### src/rtl/rf_pkg.sv
package rf_pkg;
   typedef enum logic [1:0] {
      RF_PASS     = 2'd0,
      RF_ROTR     = 2'd1,
      RF_FIELD_RD = 2'd2,
      RF_FIELD_WR = 2'd3
   } rf_mode_e;

   localparam int RF_ROT_BARREL = 0;
   localparam int RF_ROT_MUX    = 1;
endpackage

### src/rtl/rf_field_ctl.sv
module rf_field_ctl #(
   parameter int DATA_W = 8,
   localparam int CW = $clog2(DATA_W),
   localparam int LW = CW + 1
) (
   input  logic [CW-1:0]     pos,
   input  logic [LW-1:0]     len,
   output logic [LW-1:0]     shift,
   output logic [DATA_W-1:0] mask
);
   localparam logic [LW-1:0] WX = LW'(DATA_W);

   logic [LW-1:0] len_x;
   logic [LW-1:0] pos_x;
   logic [LW-1:0] sum_x;

   always_comb begin
      if (len == '0)
         len_x = LW'(1);
      else if (len > WX)
         len_x = WX;
      else
         len_x = len;
      sum_x = {1'b0, pos} + len_x;
      if (sum_x > WX)
         pos_x = WX - len_x;
      else
         pos_x = {1'b0, pos};
      shift = WX - pos_x - len_x;
   end

   for (genvar i = 0; i < DATA_W; i++) begin : g_mask
      assign mask[i] = (LW'(i) < len_x);
   end
endmodule

### src/rtl/rf_rotator.sv
module rf_rotator #(
   parameter int DATA_W   = 8,
   parameter int ROT_IMPL = 0,
   localparam int CW = $clog2(DATA_W)
) (
   input  logic [DATA_W-1:0] din,
   input  logic [CW-1:0]     amt,
   output logic [DATA_W-1:0] dout
);
   if (ROT_IMPL == rf_pkg::RF_ROT_BARREL) begin : g_barrel
      logic [DATA_W-1:0] stg [0:CW];
      assign stg[0] = din;
      for (genvar s = 0; s < CW; s++) begin : g_stage
         localparam int SH = 1 << s;
         assign stg[s+1] = amt[s] ? {stg[s][SH-1:0], stg[s][DATA_W-1:SH]} : stg[s];
      end
      assign dout = stg[CW];
   end else begin : g_mux
      logic [2*DATA_W-1:0] dbl;
      logic [DATA_W-1:0]   cand [0:DATA_W-1];
      assign dbl = {din, din};
      for (genvar k = 0; k < DATA_W; k++) begin : g_cand
         assign cand[k] = dbl[k +: DATA_W];
      end
      assign dout = cand[amt];
   end
endmodule

### src/rtl/rf_field_unit.sv
module rf_field_unit #(
   parameter int DATA_W = 8,
   localparam int CW = $clog2(DATA_W),
   localparam int LW = CW + 1
) (
   input  logic [DATA_W-1:0] src,
   input  logic [DATA_W-1:0] dst,
   input  logic [LW-1:0]     shift,
   input  logic [DATA_W-1:0] mask,
   output logic [DATA_W-1:0] extracted,
   output logic [DATA_W-1:0] merged
);
   logic [DATA_W-1:0] place_mask;
   logic [DATA_W-1:0] place_val;

   assign extracted  = (src >> shift) & mask;
   assign place_mask = mask << shift;
   assign place_val  = (src & mask) << shift;
   assign merged     = (dst & ~place_mask) | place_val;
endmodule

### src/rtl/rotfield_unit.sv
module rotfield_unit
   import rf_pkg::*;
#(
   parameter int DATA_W   = 8,
   parameter int ROT_IMPL = RF_ROT_BARREL,
   localparam int CW = $clog2(DATA_W),
   localparam int LW = CW + 1
) (
   input  logic              clk,
   input  logic              rst_n,
   input  logic              in_valid,
   input  logic [1:0]        mode,
   input  logic [DATA_W-1:0] src_data,
   input  logic [DATA_W-1:0] dst_byte,
   input  logic [CW-1:0]     rot_amt,
   input  logic [CW-1:0]     fld_pos,
   input  logic [LW-1:0]     fld_len,
   output logic              out_valid,
   output logic [DATA_W-1:0] src_out,
   output logic [DATA_W-1:0] dst_out,
   output logic              src_nz
);
   if (DATA_W < 2 || (DATA_W & (DATA_W - 1)) != 0) begin : g_bad_width
      $error("rotfield_unit: DATA_W must be a power of two of at least 2");
   end
   if (ROT_IMPL != RF_ROT_BARREL && ROT_IMPL != RF_ROT_MUX) begin : g_bad_impl
      $error("rotfield_unit: ROT_IMPL selects an unknown rotator");
   end

   rf_mode_e          op;
   logic [LW-1:0]     f_shift;
   logic [DATA_W-1:0] f_mask;
   logic [DATA_W-1:0] rot_val;
   logic [DATA_W-1:0] ext_val;
   logic [DATA_W-1:0] mrg_val;
   logic [DATA_W-1:0] src_d;
   logic [DATA_W-1:0] dst_d;

   assign op = rf_mode_e'(mode);

   rf_field_ctl #(.DATA_W(DATA_W)) u_ctl (
      .pos   (fld_pos),
      .len   (fld_len),
      .shift (f_shift),
      .mask  (f_mask)
   );

   rf_rotator #(.DATA_W(DATA_W), .ROT_IMPL(ROT_IMPL)) u_rot (
      .din  (src_data),
      .amt  (rot_amt),
      .dout (rot_val)
   );

   rf_field_unit #(.DATA_W(DATA_W)) u_fld (
      .src       (src_data),
      .dst       (dst_byte),
      .shift     (f_shift),
      .mask      (f_mask),
      .extracted (ext_val),
      .merged    (mrg_val)
   );

   always_comb begin
      src_d = src_data;
      dst_d = dst_byte;
      case (op)
         RF_ROTR:     src_d = rot_val;
         RF_FIELD_RD: src_d = ext_val;
         RF_FIELD_WR: dst_d = mrg_val;
         default:     ;
      endcase
   end

   always_ff @(posedge clk or negedge rst_n) begin
      if (!rst_n) begin
         out_valid <= 1'b0;
         src_out   <= '0;
         dst_out   <= '0;
         src_nz    <= 1'b0;
      end else begin
         out_valid <= in_valid;
         if (in_valid) begin
            src_out <= src_d;
            dst_out <= dst_d;
            src_nz  <= |src_d;
         end
      end
   end
endmodule

### config.mk
export PLATFORM = sky130hd
export DESIGN_NAME = rotfield_unit
export DESIGN_NICKNAME = d
export VERILOG_FILES = /design/src/rtl/rf_pkg.sv /design/src/rtl/rf_field_ctl.sv /design/src/rtl/rf_rotator.sv /design/src/rtl/rf_field_unit.sv /design/src/rtl/rotfield_unit.sv
export SDC_FILE = /design/constraint.sdc
export NUM_CORES = 1
export LEC_CHECK = 0
export BUFFER_PORTS_ARGS = -buffer_cell sky130_fd_sc_hd__buf_2
export CORE_MARGIN = 1
export CORE_UTILIZATION = 40
export DETAILED_ROUTE_END_ITERATION = 16
export PLACE_DENSITY = 0.64
export SLEW_MARGIN = 20
export SYNTH_ARGS = -nofsm -noshare
export SYNTH_HDL_FRONTEND = slang
export SYNTH_HIERARCHICAL = 1
export SYNTH_SLANG_ARGS = --single-unit
### constraint.sdc
create_clock -name clk -period 1 [get_ports clk]
set_input_delay 0.15 -clock clk [delete_from_list [all_inputs] [get_ports clk]]
set_output_delay 0.15 -clock clk [all_outputs]
set_load 0.03 [all_outputs]
# == Word-level counts from Yosys, hierarchy flattened ==
# Index checks and enable logic that the tools add are counted.
# Widths: inputs -> output; s select.
# classes
n_reduce_logical,2
n_div,0
bitwise_logic,5
n_mul,0
n_lt_le_gt_ge,10
addsub,4
shift,3
mux,8
n_eq_ne,3
# ops
op,n
$mux 8,4
$and 8x8->8,3
$lt 3x4->1 const A,4
$pmux 8 s2,1
$shl 8x4->8,2
$mux 4,3
$gt 4x4->1 const B,2
$lt 1x4->1 const A,2
$lt 2x4->1 const A,2
$not 8->8,1
$or 8x8->8,1
$reduce_or 8->1,1
$shr 8x4->8,1
$sub 4x4->4 const A,2
$add 3x4->4,1
$eq 2x2->1 const B,2
$logic_not 4->1,1
$sub 4x4->4,1
$eq 2x1->1 const B,1
# totals
mem_count,0
inputBits,31
reg_bits,18
out_inout_bits,18
ram_bits,0
word_cells,39
rom_bits,0
latch_bits,0

# == Depth between registers and ports, before layout ==
# Gate-level depths: netlist (run 1).
# depth
depth_word,13
ltp_mapped,27

# == By module ==
# Netlist (run 1), hierarchy kept.
# modules_own_cells
module,n_inst,cells_per_inst,area_per_inst_um2
rotfield_unit,1,90,958.4
rf_field_unit,1,118,930.9
rf_field_ctl,1,51,402.9
rf_rotator,1,19,326.6

# == Least setup slack after synthesis (run 1) ==
# No wires, ideal clock.
# synth_timing
path_type,input-to-reg
start,input fld_len[3]
end,register src_nz
stages,27
path_buffers,3
arrival_ns,4.687
required_time_ns,0.867
path_slack_ns,-3.821
setup_time_ns,0.133
path_cell_list,clkbuf_1 > o21bai_1 > inv_1 > ha_1 > inv_1 > fa_1 > nand4bb_1 > o211ai_1 > a311oi_2 > mux2_1 > ha_1 > inv_1 > ha_1 > inv_1 > fa_1 > inv_1 > clkbuf_8 > clkbuf_8 > mux2i_1 > nor2_1 > a21oi_1 > o22ai_1 > and3b_1 > a22oi_2 > o21ai_1 > nor4_1 > a31oi_1
# synth_via
elab_chain_cells,12
elab_cells_between_ends,22
classes_between,add/sub: 4; order compare: 10; shift: 1; mux: 4; bitwise: 1; reduce/logical: 2
# synth_lines
element,line_no,text
"start, declared",rotfield_unit.sv:17,"input logic [LW-1:0] fld_len,"
$gt 4x4->1,rf_field_ctl.sv:20,else if (len > WX)
$mux 4,rf_field_ctl.sv:20,
$mux 4 (*),rf_field_ctl.sv:18,if (len == '0)
$add 3x4->4,rf_field_ctl.sv:24,"sum_x = {1'b0, pos} + len_x;"
$gt 4x4->1,rf_field_ctl.sv:25,if (sum_x > WX)
$mux 4,rf_field_ctl.sv:25,
$sub 4x4->4,rf_field_ctl.sv:29,shift = WX - pos_x - len_x;
$sub 4x4->4 (*),rf_field_ctl.sv:29,
named net f_shift[2],rotfield_unit.sv:31,logic [LW-1:0] f_shift;
$shr 8x4->8 (*),rf_field_unit.sv:16,assign extracted = (src >> shift) & mask;
$and 8x8->8 (*),rf_field_unit.sv:16,
named net ext_val[2],rotfield_unit.sv:34,logic [DATA_W-1:0] ext_val;
$pmux 8 s2 (*),rotfield_unit.sv:66,case (op)
$reduce_or 8->1 (*),rotfield_unit.sv:85,src_nz <= |src_d;
"end signal, assigned",rotfield_unit.sv:85,
"end, declared",rotfield_unit.sv:21,output logic src_nz
# Mark *: on every way through the listed nets, which the timed path passes. The rest lies on a longest branch.
# A chain may end at the register's enable or synchronous reset.

# == Final worst setup path (run 1) ==
# layout_timing
start,input fld_len[1]
end,register dst_out[0]
# layout_via
elab_chain_cells,13
elab_cells_between_ends,25
classes_between,add/sub: 4; order compare: 10; shift: 2; mux: 4; bitwise: 4; reduce/logical: 1
# layout_lines
element,line_no,text
$gt 4x4->1,rf_field_ctl.sv:20,
$mux 4,rf_field_ctl.sv:20,
$mux 4 (*),rf_field_ctl.sv:18,
$add 3x4->4,rf_field_ctl.sv:24,
$gt 4x4->1,rf_field_ctl.sv:25,
$mux 4,rf_field_ctl.sv:25,
$sub 4x4->4,rf_field_ctl.sv:29,
$sub 4x4->4 (*),rf_field_ctl.sv:29,
named net f_shift[2],rotfield_unit.sv:31,
$shl 8x4->8,rf_field_unit.sv:17,assign place_mask = mask << shift;
$not 8->8,rf_field_unit.sv:19,assign merged = (dst & ~place_mask) | place_val;
$and 8x8->8,rf_field_unit.sv:19,
$or 8x8->8 (*),rf_field_unit.sv:19,
named net mrg_val[0],rotfield_unit.sv:35,logic [DATA_W-1:0] mrg_val;
$mux 8 (*),rotfield_unit.sv:66,
"end signal, assigned",rotfield_unit.sv:84,dst_out <= dst_d;
"end, declared",rotfield_unit.sv:20,"output logic [DATA_W-1:0] dst_out,"
# Marks and branches as above.

==> run_results.csv, run 1 <==
group,metric,value,unit
routing,wl_met1,3270,um
flow_run,cap_violations,0,
critical_path,cp_max_fo,8,
cells_and_area,drive_above_1_share,0.542,
synthesis,synth.most_common_cell,"mux2i_1",
floorplan,rows,29,
cells_and_area,post_layout_nonfiller_instances,459,
cells_and_area,final_nets,428,
clock_network,clock_sinks,18,
global_routing,grt_max_degree,26,
status,violations,"setup timing",
synthesis,syn_nets,323,
synthesis,netlist_instances,278,
synthesis,synthTopCellsByArea,"dfrtp_1 17%, mux4_1 10%, mux2i_1 9.2%, mux2_2 8.6%, ha_1 5.7%",
floorplan,ios,49,
synthesis,ys_top_cells_by_count,"24 x mux2i_1, 21 x o21ai_0, 20 x mux2_2, 20 x nand2_1, 18 x dfrtp_1",
critical_path,end_kind,"flip-flop",
synthesis,ys_ff_latch,18,
synthesis,yosys.area_share.xor_xnor,0.0134,
critical_path,path_class,"in2reg",
global_routing,grt_pass1_vias,2567,
critical_path,slowest_stage,"fa_2",
synthesis,muxShareOfSynthArea,0.308,
clock_network,cts.path.max_buffers,2,
global_routing,grt_pass1_wl,12200,um
placed_design,pre_cts_slack,-3.86,ns
synthesis,synth_seq_area_share,0.172,
clock_network,cts-root-buf,"clkbuf_8",
synthesis,synthAdderAreaFrac,0.0726,
routing,drt_iter0_drc,123,
routing,postRouteWirelength,7480,um
critical_path,path_delay_family,"adder cells",
floorplan,core_area,0.00635,mm2
critical_path,cp_common_cell,"inv_2",
pwr,power.total,5.56,mW
routing,avgViaCountPerCell,5.75,
routing,wl_met2,3750,um
routing,drc_errors,0,
floorplan,die_h,82.9,um
placed_design,dpl-instance-area,0.00324,mm2
synthesis,synth_edf_count,0,
timing,hold_viol_final,0,
timing,timing.fmax,0.239,GHz
critical_path,cp_data_arrival_time,4.33,ns
critical_path,rr_endpoint,"src_out[4]$_DFFE_PN0P_",
min_path,holdPathStages,1,
timing,period_share,4.19,
floorplan,die_w,82.9,um
placed_design,port_buffers,48,
synthesis,syn_avg_cell_area,9.42,um2
critical_path,cp.required,1.14,ns
global_routing,antenna_found_initial,0,
placed_design,dp_hpwl,5460,um
routing,wl_per_cell,16.3,um
critical_path,reg2reg_slack,0.24,ns
routing,highest_layer,"met4",
cells_and_area,syn_to_final_growth,39.3,%
critical_path,r2r-start,"src_out[4]$_DFFE_PN0P_",
critical_path,r2r_cells,1,
placed_design,dp.cells,441,
placed_design,gp_congestion,0.869,
timing,worst_slack,-3.19,ns
synthesis,yosysTopAreaCellShare,0.172,
timing,rsz0062_at_grt,"yes",
cells_and_area,antennaDiodeCount,0,
critical_path,start_kind,"input pin",
clock_network,h-tree-depth,1,
timing,period_minus_slack,4.19,ns
timing,setup-violations-final,17,
clock_network,clkTransAtPathRegs,0.07,ns
min_path,hold_path_class,"in2reg",
synthesis,synth-simple-area-share,0.151,
synthesis,syn_area,0.00262,mm2
global_routing,grt.overflow.total,0,
routing,dr_wl_met3,348,um
synthesis,yosysTopAreaCell,"dfrtp_1",
synthesis,async_reset_ff_frac,1.00,
timing,maxSlewHeadroom,0.659,
min_path,hp-start,"in_valid",
pwr,cellPowerDensity,1520,mW/mm2
min_path,hold_end,"out_valid$_DFF_PN0_",
pwr,cellLeakagePower,1.68,nW
floorplan,die_area,0.00687,mm2
clock_network,cts_tree,"yes",
synthesis,yosys_warnings,6,
routing,antenna_left,0,
timing,slew_violations,0,
synthesis,synth-compound-area-share,0.182,
critical_path,crit_buf_inv,7,
synthesis,synth_top_family_by_area,"multiplexers",
critical_path,max_stage_delay,0.55,ns
routing,vias,2637,
status,status,"finished, violations left",
clock_network,clock_latency,0.25,ns
clock_network,cts_made_buffers,3,
critical_path,crit_chain,"buf_6, nor2_4, o21bai_4, inv_2, ha_4, inv_2, fa_1, nand4bb_1, o211ai_1, a311oi_2, mux2_4, ha_4, inv_2, ha_4, inv_2, fa_2, inv_4, buf_8, or3_4, nor3b_2, mux2_4, mux2i_1, a21oi_1",
synthesis,synth.distinct_cells,58,
timing,finalClockSkew,0,ns
global_routing,grt_use_total,0.214,
pwr,irDropWorstVdd,0.895,mV
timing,tightestPinTransition,0.512,ns
synthesis,synth_ff_type,"dfrtp_1",
routing,first_pass_iters,5,
cells_and_area,fin_area,0.00365,mm2
floorplan,start_util,0.412,
what timing repair did:
item	4_1_cts	5_1_grt
setup endpoints to repair	17	18
setup buffers	9	6
pin swaps	24	40
hold buffers	1	0
endpoints found under the hold margin	18	0
gates resized for setup	27	37
cells in the final DEF, fill, tap and decap left out, types with 3 or more instances in the layout:
master,instances
nand3b_1,3
a22oi_2,5
a31oi_1,3
o21ai_1,8
buf_4,71
o21ai_2,12
mux2_4,5
mux4_1,10
o21ai_0,9
mux2_2,16
clkbuf_8,4
nor3b_2,5
inv_2,5
mux4_2,3
nand2_1,18
mux2i_1,21
ha_4,3
nand3_1,8
ha_1,9
dfrtp_1,18
buf_6,5
o211ai_1,3
buf_2,45
nor2_1,13
a22oi_1,3
a21o_1,4
a21oi_1,11
nand2b_1,3
inv_1,8
worst max path at each step:
stage	startpoint	to	slack, ns	cells past startpoint
6_report	fld_len[1]	dst_out[0]$_DFFE_PN0P_	-3.19	23
3_3_place_gp	fld_len[1]	dst_out[0]$_DFFE_PN0P_	-3.64	23
2_1_floorplan	fld_len[3]	src_nz$_DFFE_PN0P_	-3.48	27
3_5_place_dp	fld_len[1]	src_nz$_DFFE_PN0P_	-3.86	25
4_1_cts	fld_len[2]	src_nz$_DFFE_PN0P_	-3.36	25
5_1_grt	fld_len[1]	dst_out[0]$_DFFE_PN0P_	-3.34	23
state kept, by name, summed over array words and instances (netlist names):
register / cells
dst_out: 8
out_valid: 1
src_nz: 1
src_out: 8
where the power goes:
part / switching (mW) / internal, mW
clock network: 0.255 / 0.350
logic: 2.05 / 2.01
registers: 0.0533 / 0.839
stage by stage:
step | hold slack (ns) | setup TNS [ns] | utilization
5_1_grt | 0.168 | -54.60 | 0.575
4_1_cts | 0.150 | -53.47 | 0.548
3_3_place_gp | 0.0950 | -59.19 | 0.510
3_5_place_dp | 0.103 | -62.29 | 0.510
2_1_floorplan | -0.146 | -55.61 | -
6_report | 0.151 | -51.83 | 0.575
layer usage:
layer | up-vias | track usage
met3 | 12 | 0.0328
met1 | 1284 | 0.283
met4 | 0 | 0.0392
met5 | - | 0
met2 | 83 | 0.373
li1 | 1258 | -
layout make-up:
class	instances	area, um2
Fill cell	576	2700
Multi-Input combinational cell	223	2150
Timing Repair Buffer	123	840
Sequential cell	18	450
Tap cell	77	96.3
Clock buffer	4	55.1
Inverter	14	55.1
kinds of logic (layout without fill, tap and decap cells):
| logic type | Yosys count | in the layout |
|---|---|---|
| DFF | 18 | 18 |
| muxes | 58 | 58 |
| xor gates and xnor gates | 4 | 4 |
| AOI/OAI and AO/OA | 73 | 73 |
| and+or+nand+nor | 74 | 74 |
| buffers and inverters | 37 | 141 |
| adders and majority gates | 14 | 14 |
(Power assumes the default switching activity.)
==> run 2, diff against run 1 <==
==> constraint.sdc (replaced) <==
create_clock -name clk -period 3.9 [get_ports clk]
set_input_delay 0.585 -clock clk [delete_from_list [all_inputs] [get_ports clk]]
set_output_delay 0.585 -clock clk [all_outputs]
set_load 0.03 [all_outputs]
==> run_results.csv, run 2 (same netlist as run 1, synthesis figures left out) <==
group,metric,value,unit
status,status,"finished, violations left",
status,violations,"setup timing",
timing,timing.fmax,0.211,GHz
cells_and_area,final_nets,398,
global_routing,grt_pass1_wl,11100,um
critical_path,path_delay_family,"adder cells",
placed_design,dp_hpwl,4990,um
clock_network,clock_latency,0.25,ns
critical_path,startpoint,"fld_len[1]",
floorplan,die_w,82.9,um
critical_path,endpoint,"src_nz$_DFFE_PN0P_",
global_routing,grt_use_total,0.194,
critical_path,rr_endpoint,"src_out[0]$_DFFE_PN0P_",
placed_design,dp.cells,414,
routing,vias,2478,
critical_path,start_kind,"input pin",
critical_path,r2r_cells,1,
cells_and_area,syn_to_final_growth,28.0,%
critical_path,crit_buf_inv,6,
critical_path,reg2reg_slack,3.13,ns
timing,finalClockSkew,0,ns
critical_path,path_class,"in2reg",
clock_network,cts_made_buffers,3,
clock_network,clock_sinks,18,
placed_design,gp_congestion,0.846,
pwr,cellPowerDensity,407,mW/mm2
timing,period_share,1.21,
cells_and_area,final_common_cell,"buf_2",
floorplan,rows,29,
routing,drc_errors,0,
flow_run,cap_violations,0,
floorplan,ios,49,
timing,tightestPinTransition,0.525,ns
timing,worst_slack,-0.830,ns
placed_design,port_buffers,48,
routing,avgViaCountPerCell,5.78,
min_path,hold_path_class,"in2async",
cells_and_area,reg_top3,"dst_out x8, src_out x8",
routing,drt_iter0_drc,125,
critical_path,worstSetupPathDepth,25,
pwr,irDropWorstVdd,0.231,mV
timing,period_minus_slack,4.73,ns
floorplan,die_area,0.00687,mm2
floorplan,core_area,0.00635,mm2
critical_path,r2r-start,"src_out[0]$_DFFE_PN0P_",
routing,postRouteWirelength,6860,um
critical_path,cp.required,4.02,ns
floorplan,die_h,82.9,um
pwr,cellLeakagePower,1.53,nW
global_routing,antenna_found_initial,0,
timing,hold_viol_final,0,
critical_path,cp_max_fo,5,
placed_design,pre_cts_slack,-1.30,ns
clock_network,cts_tree,"yes",
timing,setup-violations-final,17,
timing,maxSlewHeadroom,0.650,
cells_and_area,post_layout_nonfiller_instances,429,
routing,first_pass_iters,4,
pwr,power.total,1.36,mW
floorplan,start_util,0.412,
critical_path,cp_common_cell,"inv_2",
global_routing,grt_pass1_vias,2298,
global_routing,grt_max_degree,28,
timing,fin_setup_tns,-11.03,ns
clock_network,cts-root-buf,"clkbuf_8",
clock_network,cts.path.max_buffers,2,
clock_network,clkTransAtPathRegs,0.07,ns
cells_and_area,layout_common_cells,"46 x buf_2, 38 x buf_4, 24 x mux2i_1",
global_routing,grt.overflow.total,0,
cells_and_area,antennaDiodeCount,0,
routing,wl_per_cell,16.0,um
timing,rsz0062_at_grt,"yes",
routing,antenna_left,0,
cells_and_area,drive_above_1_share,0.455,
critical_path,cp_data_arrival_time,4.85,ns
critical_path,slowest_stage,"fa_2",
clock_network,h-tree-depth,1,
timing,slew_violations,0,
critical_path,end_kind,"flip-flop",
critical_path,max_stage_delay,0.54,ns
==> run 2: how the worst min path moves through the flow <==
stage | startpoint | end | slack [ns]
2_1_floorplan | rst_n | dst_out[0]$_DFFE_PN0P_ | 0.29
3_3_place_gp | src_out[3]$_DFFE_PN0P_ | src_out[3]$_DFFE_PN0P_ | 0.48
3_5_place_dp | src_out[5]$_DFFE_PN0P_ | src_out[5]$_DFFE_PN0P_ | 0.49
4_1_cts | rst_n | dst_out[0]$_DFFE_PN0P_ | 0.27
5_1_grt | rst_n | dst_out[0]$_DFFE_PN0P_ | 0.29
6_report | rst_n | out_valid$_DFF_PN0_ | 0.26
==> run 2: area by class of cell <==
class / count / area (um2)
timing repair buffer: 93 / 643
multi-input combinational: 223 / 2050
fill: 600 / 3000
clock buffer: 4 / 55.1
inverter: 14 / 55.1
sequential: 18 / 450
tap: 77 / 96.3
==> run 2: metrics by stage <==
| step | util | hold slack (ns) | cell area, um2 |
|---|---|---|---|
| floorplan | - | 0.289 | 2680 |
| global placement | 0.482 | 0.484 | 3060 |
| detailed placement | 0.482 | 0.492 | 3060 |
| CTS | 0.503 | 0.267 | 3190 |
| global route | 0.528 | 0.287 | 3350 |
| finish | 0.528 | 0.262 | 3350 |
==> run 2: what timing repair did <==
action	in CTS	in global routing
endpoints found under the setup margin	17	17
hold buffers	0	0
setup buffers	1	10
pin swaps	16	25
gates resized for setup	15	25
hold endpoints to repair	0	0
==> run 2: per-layer routing <==
layer  vias up  GRT usage  wire length, um
li1       1196          -                -
met1      1200      0.274             3080
met2        78      0.322             3330
met3         4     0.0268              412
met4         0     0.0251               27
met5         -          0                0
==> run 2: where the power goes <==
part / leakage [nW] / switching (mW) / internal (mW)
registers: 0.211 / 0.0134 / 0.215
clock network: 0.0288 / 0.0636 / 0.0897
logic: 1.29 / 0.495 / 0.488
total: 1.53 / 0.572 / 0.793
